**src/rtl/cgen_pkg.sv**
```systemverilog
package cgen_pkg;

    localparam int CNT_W  = 8;
    localparam int ADDR_W = 2;

    typedef logic [CNT_W-1:0]  cnt_t;
    typedef logic [ADDR_W-1:0] addr_t;

    typedef struct packed {
        cnt_t hi;
        cnt_t lo;
    } pair_t;

    typedef enum logic [1:0] {
        PH_IDLE = 2'd0,
        PH_HIGH = 2'd1,
        PH_LOW  = 2'd2
    } phase_e;

    localparam addr_t A_PRI_HI = addr_t'(0);
    localparam addr_t A_PRI_LO = addr_t'(1);
    localparam addr_t A_ALT_HI = addr_t'(2);
    localparam addr_t A_ALT_LO = addr_t'(3);

    // Pair that governs the next period.
    function automatic pair_t pick_pair(pair_t pri, pair_t alt, logic keyed, logic sel);
        return (keyed && sel) ? alt : pri;
    endfunction

    function automatic logic pair_has_zero(pair_t p);
        return (p.hi == '0) || (p.lo == '0);
    endfunction

endpackage

```
**src/rtl/cgen_bank.sv**
```systemverilog
module cgen_bank
    import cgen_pkg::*;
#(
    parameter bit    KEEP_ON_RESET = 1'b0,
    parameter addr_t HI_ADDR       = A_PRI_HI,
    parameter addr_t LO_ADDR       = A_PRI_LO
) (
    input  logic  clk,
    input  logic  rst,
    input  logic  wr_en,
    input  addr_t wr_addr,
    input  cnt_t  wr_data,
    output pair_t pair_q
);

    generate
        if (KEEP_ON_RESET) begin : g_keep
            // Contents survive reset; writes are only blocked during it.
            always_ff @(posedge clk) begin
                if (wr_en && !rst) begin
                    if (wr_addr == HI_ADDR) pair_q.hi <= wr_data;
                    if (wr_addr == LO_ADDR) pair_q.lo <= wr_data;
                end
            end
        end else begin : g_clear
            always_ff @(posedge clk) begin
                if (rst) begin
                    pair_q <= '0;
                end else if (wr_en) begin
                    if (wr_addr == HI_ADDR) pair_q.hi <= wr_data;
                    if (wr_addr == LO_ADDR) pair_q.lo <= wr_data;
                end
            end
        end
    endgenerate

    // without a write strobe the pair holds its value
    p_hold_r10: assert property (@(posedge clk) disable iff (rst)
        !wr_en |=> $stable(pair_q));

endmodule

```
**src/rtl/cgen_core.sv**
```systemverilog
module cgen_core
    import cgen_pkg::*;
(
    input  logic  clk,
    input  logic  rst,
    input  logic  en,
    input  pair_t next_pair,
    output logic  carrier
);

    phase_e phase;
    cnt_t   cnt;
    pair_t  snap;
    logic   last_cycle;
    logic   period_end;
    logic   fetch;

    assign last_cycle = (cnt == cnt_t'(1));
    assign period_end = last_cycle &&
                        ((phase == PH_LOW) || (phase == PH_HIGH && snap.lo == '0));
    assign fetch      = (phase == PH_IDLE) || period_end;

    always_ff @(posedge clk) begin
        if (rst) begin
            phase <= PH_IDLE;
            cnt   <= '0;
            snap  <= '0;
        end else if (!en) begin
            phase <= PH_IDLE;
            cnt   <= '0;
        end else if (fetch) begin
            snap <= next_pair;
            if (next_pair.hi != '0) begin
                phase <= PH_HIGH;
                cnt   <= next_pair.hi;
            end else if (next_pair.lo != '0) begin
                phase <= PH_LOW;
                cnt   <= next_pair.lo;
            end else begin
                phase <= PH_IDLE;
                cnt   <= '0;
            end
        end else if (last_cycle) begin
            phase <= PH_LOW;
            cnt   <= snap.lo;
        end else begin
            cnt <= cnt_t'(cnt - cnt_t'(1));
        end
    end

    assign carrier = (phase == PH_HIGH);

    // reset returns the phase machine to idle
    p_reset_idle_r1: assert property (@(posedge clk)
        rst |=> (phase == PH_IDLE));

    // a disabled generator is idle after the edge
    p_off_idle_r3: assert property (@(posedge clk) disable iff (rst)
        !en |=> (phase == PH_IDLE));

    // an active phase always has cycles left
    p_cnt_live_r2: assert property (@(posedge clk) disable iff (rst)
        (phase != PH_IDLE) |-> (cnt != '0));

    // zero-length phases are never entered
    p_skip_high_r7: assert property (@(posedge clk) disable iff (rst)
        (phase == PH_HIGH) |-> (snap.hi != '0));
    p_skip_low_r7: assert property (@(posedge clk) disable iff (rst)
        (phase == PH_LOW) |-> (snap.lo != '0));

    // the captured pair is frozen until the period ends
    p_snap_frozen_r6: assert property (@(posedge clk) disable iff (rst)
        (en && phase != PH_IDLE && !period_end) |=> $stable(snap));

endmodule

```
**src/rtl/cgen_top.sv**
```systemverilog
module cgen_top
    import cgen_pkg::*;
(
    input  logic       clk,
    input  logic       rst,
    input  logic       wr_en,
    input  logic [1:0] wr_addr,
    input  logic [7:0] wr_data,
    input  logic       gen_en,
    input  logic       fsk_mode,
    input  logic       alt_sel,
    output logic       carrier,
    output logic       cfg_err
);

    pair_t pri_pair;
    pair_t alt_pair;
    pair_t next_pair;
    logic  err_q;

    cgen_bank #(
        .KEEP_ON_RESET (1'b0),
        .HI_ADDR       (A_PRI_HI),
        .LO_ADDR       (A_PRI_LO)
    ) i_pri_bank (
        .clk     (clk),
        .rst     (rst),
        .wr_en   (wr_en),
        .wr_addr (addr_t'(wr_addr)),
        .wr_data (cnt_t'(wr_data)),
        .pair_q  (pri_pair)
    );

    cgen_bank #(
        .KEEP_ON_RESET (1'b1),
        .HI_ADDR       (A_ALT_HI),
        .LO_ADDR       (A_ALT_LO)
    ) i_alt_bank (
        .clk     (clk),
        .rst     (rst),
        .wr_en   (wr_en),
        .wr_addr (addr_t'(wr_addr)),
        .wr_data (cnt_t'(wr_data)),
        .pair_q  (alt_pair)
    );

    assign next_pair = pick_pair(pri_pair, alt_pair, fsk_mode, alt_sel);

    cgen_core i_core (
        .clk       (clk),
        .rst       (rst),
        .en        (gen_en),
        .next_pair (next_pair),
        .carrier   (carrier)
    );

    always_ff @(posedge clk) begin
        if (rst) err_q <= 1'b0;
        else     err_q <= gen_en && fsk_mode && pair_has_zero(alt_pair);
    end

    assign cfg_err = err_q;

    // keyed mode with a zero alternate count raises the flag next cycle
    p_err_set_r9: assert property (@(posedge clk) disable iff (rst)
        (gen_en && fsk_mode && pair_has_zero(alt_pair)) |=> cfg_err);

    // the flag is never up without the enable
    p_err_needs_en_r9: assert property (@(posedge clk) disable iff (rst)
        !gen_en |=> !cfg_err);

endmodule

```
**config.mk**
```make
export PLATFORM = sky130hd
export DESIGN_NAME = cgen_top
export DESIGN_NICKNAME = d
export VERILOG_FILES = /design/src/rtl/cgen_pkg.sv /design/src/rtl/cgen_bank.sv /design/src/rtl/cgen_core.sv /design/src/rtl/cgen_top.sv
export SDC_FILE = /design/constraint.sdc
export NUM_CORES = 1
export LEC_CHECK = 0
export ABC_AREA = 1
export BUFFER_PORTS_ARGS = -buffer_cell sky130_fd_sc_hd__clkbuf_2
export CAP_MARGIN = 20
export CORE_MARGIN = 4
export CORE_UTILIZATION = 54
export DETAILED_ROUTE_END_ITERATION = 7
export GPL_TIMING_DRIVEN = 1
export HOLD_SLACK_MARGIN = 0.12
export PLACE_DENSITY = 0.7
export SLEW_MARGIN = 25
export SYNTH_ARGS = -nofsm -noshare
export SYNTH_HDL_FRONTEND = slang
export SYNTH_SLANG_ARGS = --single-unit
```
**constraint.sdc**
```tcl
create_clock -name clk -period 4 [get_ports clk]
set_input_delay 0.8 -clock clk [delete_from_list [all_inputs] [get_ports clk]]
set_output_delay 0.8 -clock clk [all_outputs]
set_load 0.02 [all_outputs]
```
==> summary.txt <==
RUN STATUS
------------------------------------------------------------------------------------
Outcome ............................................................... complete, no violations

POWER AND IR DROP
------------------------------------------------------------------------------------
Switching share of power ..............................................       27.98%
Static Leak ...........................................................     1.224 nW
Power density relative to cell area ................................... 462.1 mW/mm^2
Net switching power figure ............................................     352.1 uW
Share of total power in combinational logic ...........................        20.2%
Part of the power in registers ........................................        46.9%
Internal power ........................................................     906.1 uW
Total power ...........................................................     1.258 mW
Max VDD drop ..........................................................    0.2200 mV
Clock Power Share .....................................................        32.9%

LAYOUT
------------------------------------------------------------------------------------
Final standard cell count with taps included and fillers excluded .....          406
Number of antenna repair diodes .......................................            0
Area of combinational cells with multiple inputs ...................... 0.001094 mm^2
Fraction of final layout cells with drive strength greater than 1 .....       8.757%
Flip-flop and latch area .............................................. 0.001181 mm^2
Post-synthesis to final-layout area growth ............................       8.909%
Fill cell count .......................................................          411
NumNets Final .........................................................          371

SYNTH
------------------------------------------------------------------------------------
Per-instance average area after synthesis .............................   7.374 um^2
Top flip-flop cell by instance count after synthesis ..................      dfxtp_1
Distinct cell type count after synthesis ..............................           26
Largest family of logic cells by synthesized area ..................... simple AND/OR/NAND/NOR gates
Cell Area, Synth ...................................................... 0.002500 mm^2
Proportion of synthesized flip-flops having asynchronous set or reset .           0%
Synthesized netlist net count .........................................          357
Number of warning messages in the yosys log ...........................            0
Number of instances in the synthesized netlist ........................          339
Simple-gate area share of the yosys netlist ...........................       28.93%
Sequential cell area fraction in the yosys report .....................       47.25%
Number of enable flip-flop cells after synthesis ......................           16
Fraction of synthesized cell area in xor and xnor cells ...............       1.051%
Number of flip-flops and latches in the synthesized netlist ...........           51
Mux share of post-synthesis cell area .................................           0%
Synth Area in Compound Gates ..........................................       12.76%
Post-synthesis adder-cell area fraction ...............................       1.001%

CTS
------------------------------------------------------------------------------------
Number of H-tree levels ...............................................            2
Post-CTS setup buffer count ...........................................            0
Worst-skew pair later-pin latency .....................................      0.29 ns
Buffers from clock root to sink, at most ..............................            2
Number of hold buffers added after cts ................................            0
Root buffer cell ......................................................     clkbuf_8
Number of cells upsized or downsized after cts ........................            0
Number of clock buffers inserted by TritonCTS .........................            5
TritonCTS clock tree ..................................................         done
CTS sink cnt ..........................................................           51
Clock-pin slew on the worst setup and hold paths ......................      0.09 ns

WORST SETUP PATH
------------------------------------------------------------------------------------
Kind of end point of the critical path ................................     register
Critical path type .................................................... register to register
Required time at the endpoint of the critical path ....................      4.20 ns
CP arrival ............................................................      2.35 ns
Highest net fanout along the worst path ...............................           11
Launch point of the worst reg-to-reg path ............................. i_core.cnt[1]
Reg2Reg Capture Point ................................................. i_core.cnt[7]
Count of cells along the worst register-to-register path ..............           11
Worst Setup Start Kind ................................................     register
Reg2Reg Setup Slack ...................................................      1.85 ns

STA
------------------------------------------------------------------------------------
Post-route worst hold slack ...........................................    0.4725 ns
Shortest period the worst path allows .................................     2.152 ns
Normalized max-slew margin ............................................       45.90%
Clock Skew ............................................................  0.004716 ns
Total count of max-transition violations in the final report ..........            0
Fin Setup TNS .........................................................         0 ns
Final worst-path cycle share ..........................................       53.80%
PnR worst setup slack .................................................     1.848 ns
Setup repair after global routing missed its margin ...................        false
Max Clk Rate ..........................................................   0.4647 GHz
Setup-failing EPs final ...............................................            0
Final-report hold violation count .....................................            0
Transition at the pin with the smallest max-transition slack ..........    0.8053 ns

ROUTING
------------------------------------------------------------------------------------
Number of antenna-violating nets in the routed design .................            0
Via count .............................................................         2151
DRC ...................................................................            0
Routed wire per std cell ..............................................     14.32 um
Total iterations of the first detailed-routing run ....................            4
Wire length reported by the detailed router ...........................      5814 um
Drt first-iter violations .............................................          142
Via density per instance ..............................................        5.298

PLACED DESIGN
------------------------------------------------------------------------------------
Global placer's final weighted congestion .............................       0.9517
Number of placed instances, taps included .............................          398
Buffers on Ports ......................................................           17
Final HPWL from detailed placement ....................................      4421 um
Setup slack at placement ..............................................     1.666 ns

FLOORPLAN
------------------------------------------------------------------------------------
Die width .............................................................     76.04 um
Standard-cell row count ...............................................           24
Starting density of the core ..........................................       56.63%
Total core area ....................................................... 0.004414 mm^2
Number of top-level pins ..............................................           18
Vert. Die Dim .........................................................     76.04 um
DIE AREA .............................................................. 0.005782 mm^2

GLOBAL ROUTE
------------------------------------------------------------------------------------
Overflow after GRT ....................................................            0
Wire length of the first global-routing pass ..........................      9480 um
Overall routing resource usage ........................................       20.09%
Antenna violations before repair ......................................            0
Pin count of the biggest net entering global routing ..................           24
Vias in the first global route ........................................         2034

HOLD PATH
------------------------------------------------------------------------------------
Hold endpoint ......................................................... i_core.snap[7]
Startpoint of the tightest hold check path ............................ i_core.snap[7]
Hold Path Depth .......................................................            2
Class of the worst hold path .......................................... register to register

JOB
------------------------------------------------------------------------------------
Max_cap viols .........................................................            0

## worst max-delay path by stage
stage / startpoint / slack (ns) / cells after the start / end
3_3_place_gp: fsk_mode / 1.72 / 11 / i_core.cnt[7]
6_report: i_core.cnt[1] / 1.85 / 11 / i_core.cnt[7]
4_1_cts: i_core.cnt[1] / 1.86 / 8 / i_core.snap[6]
5_1_grt: i_core.cnt[1] / 1.64 / 9 / i_core.snap[5]
2_1_floorplan: wr_addr[1] / 1.87 / 2 / i_alt_bank.pair_q[0]
3_5_place_dp: fsk_mode / 1.67 / 11 / i_core.cnt[7]
## layout make-up
cell class | count | share of cell area [%]
clock inverters | 2 | 2.206
clock buffers | 6 | 2.665
flip-flops and latches | 51 | 43.38
repair buffers | 19 | 3.676
well taps | 52 | 2.390
inverters | 40 | 5.515
multi-input cells | 236 | 40.17
## stage by stage
step	area, um^2	utilization, %
global route	2723	61.68
detailed placement	2590	58.67
floorplan	2500	-
CTS	2723	61.68
global placement	2590	58.67
finish	2723	61.68
## state kept, by name (all words and copies together), names as in the netlist
name and cells:
i_core.phase 2, i_pri_bank.pair_q 16, i_core.cnt 8, i_core.snap 8, i_alt_bank.pair_q 16, cfg_err 1
## kinds of logic after synthesis
family          Yosys count
compound gates           59
flops                    51
simple gates            172
xor+xnor                  3
buf+inv                  52
fa+ha+maj                 2
## metal layers
layer / track usage, % / routed length, um / share of wire [%]
met4: 8.007 / 170 / 2.9
met1: 25.28 / 2547 / 44
met3: 3.664 / 232 / 4.0
met5: 0 / 0 / 0
met2: 33.82 / 2864 / 49
## cell usage after synthesis (3+ instances only)
library cell / count / share of area, %
nand2_1: 81 / 12
nor2_1: 46 / 6.9
inv_1: 40 / 6.0
dfxtp_1: 35 / 28
nand3_1: 30 / 6.0
o21ai_0: 29 / 5.8
a21oi_1: 24 / 4.8
edfxtp_1: 16 / 19
nor4_1: 6 / 1.5
clkbuf_1: 4 / 0.60
o21a_1: 4 / 1.2
buf_2: 3 / 0.60
buf_4: 3 / 0.90
nor3_1: 3 / 0.60
## cell usage in the layout, fill, tap and decap left out
master / Yosys / final
nand2_1: 81 / 81
clkbuf_8: 0 / 5
inv_1: 40 / 40
or2_1: 1 / 1
ha_1: 2 / 2
bufinv_16: 0 / 2
clkbuf_1: 4 / 1
clkbuf_2: 0 / 17
a21oi_1: 24 / 24
nor3_1: 3 / 3
xnor2_1: 1 / 1
nand2_4: 1 / 1
nand3b_1: 1 / 1
a22oi_1: 1 / 1
nor2_1: 46 / 46
nand3_1: 30 / 30
nor2_2: 1 / 1
dfxtp_1: 35 / 35
xor2_1: 2 / 2
buf_4: 3 / 2
a21oi_4: 1 / 1
o21a_1: 4 / 4
o21ai_0: 29 / 29
nand2_2: 1 / 1
or2_2: 1 / 1
nor4_1: 6 / 6
edfxtp_1: 16 / 16
## worst max-delay path: stages, from the launching register on
cell and delay [ns]:
dfxtp_1 0.30, inv_1 0.08, ha_1 0.18, nand2_1 0.06, nor2_1 0.50, nor2_1 0.18, inv_1 0.13, nand2_1 0.24
nor2_1 0.16, o21ai_0 0.12, nand2_1 0.08, nor2_1 0.04
## power by group through the flow
stage | Sequential, mW | Combinational (mW) | Clock, mW
6_report | 0.590 | 0.255 | 0.414
5_1_grt | 0.594 | 0.290 | 0.440
4_1_cts | 0.590 | 0.253 | 0.418
3_5_place_dp | 0.602 | 0.251 | 0
3_3_place_gp | 0.601 | 0.251 | 0
2_1_floorplan | 0.594 | 0.204 | 0
No activity file was read; power rests on OpenSTA's default activity.
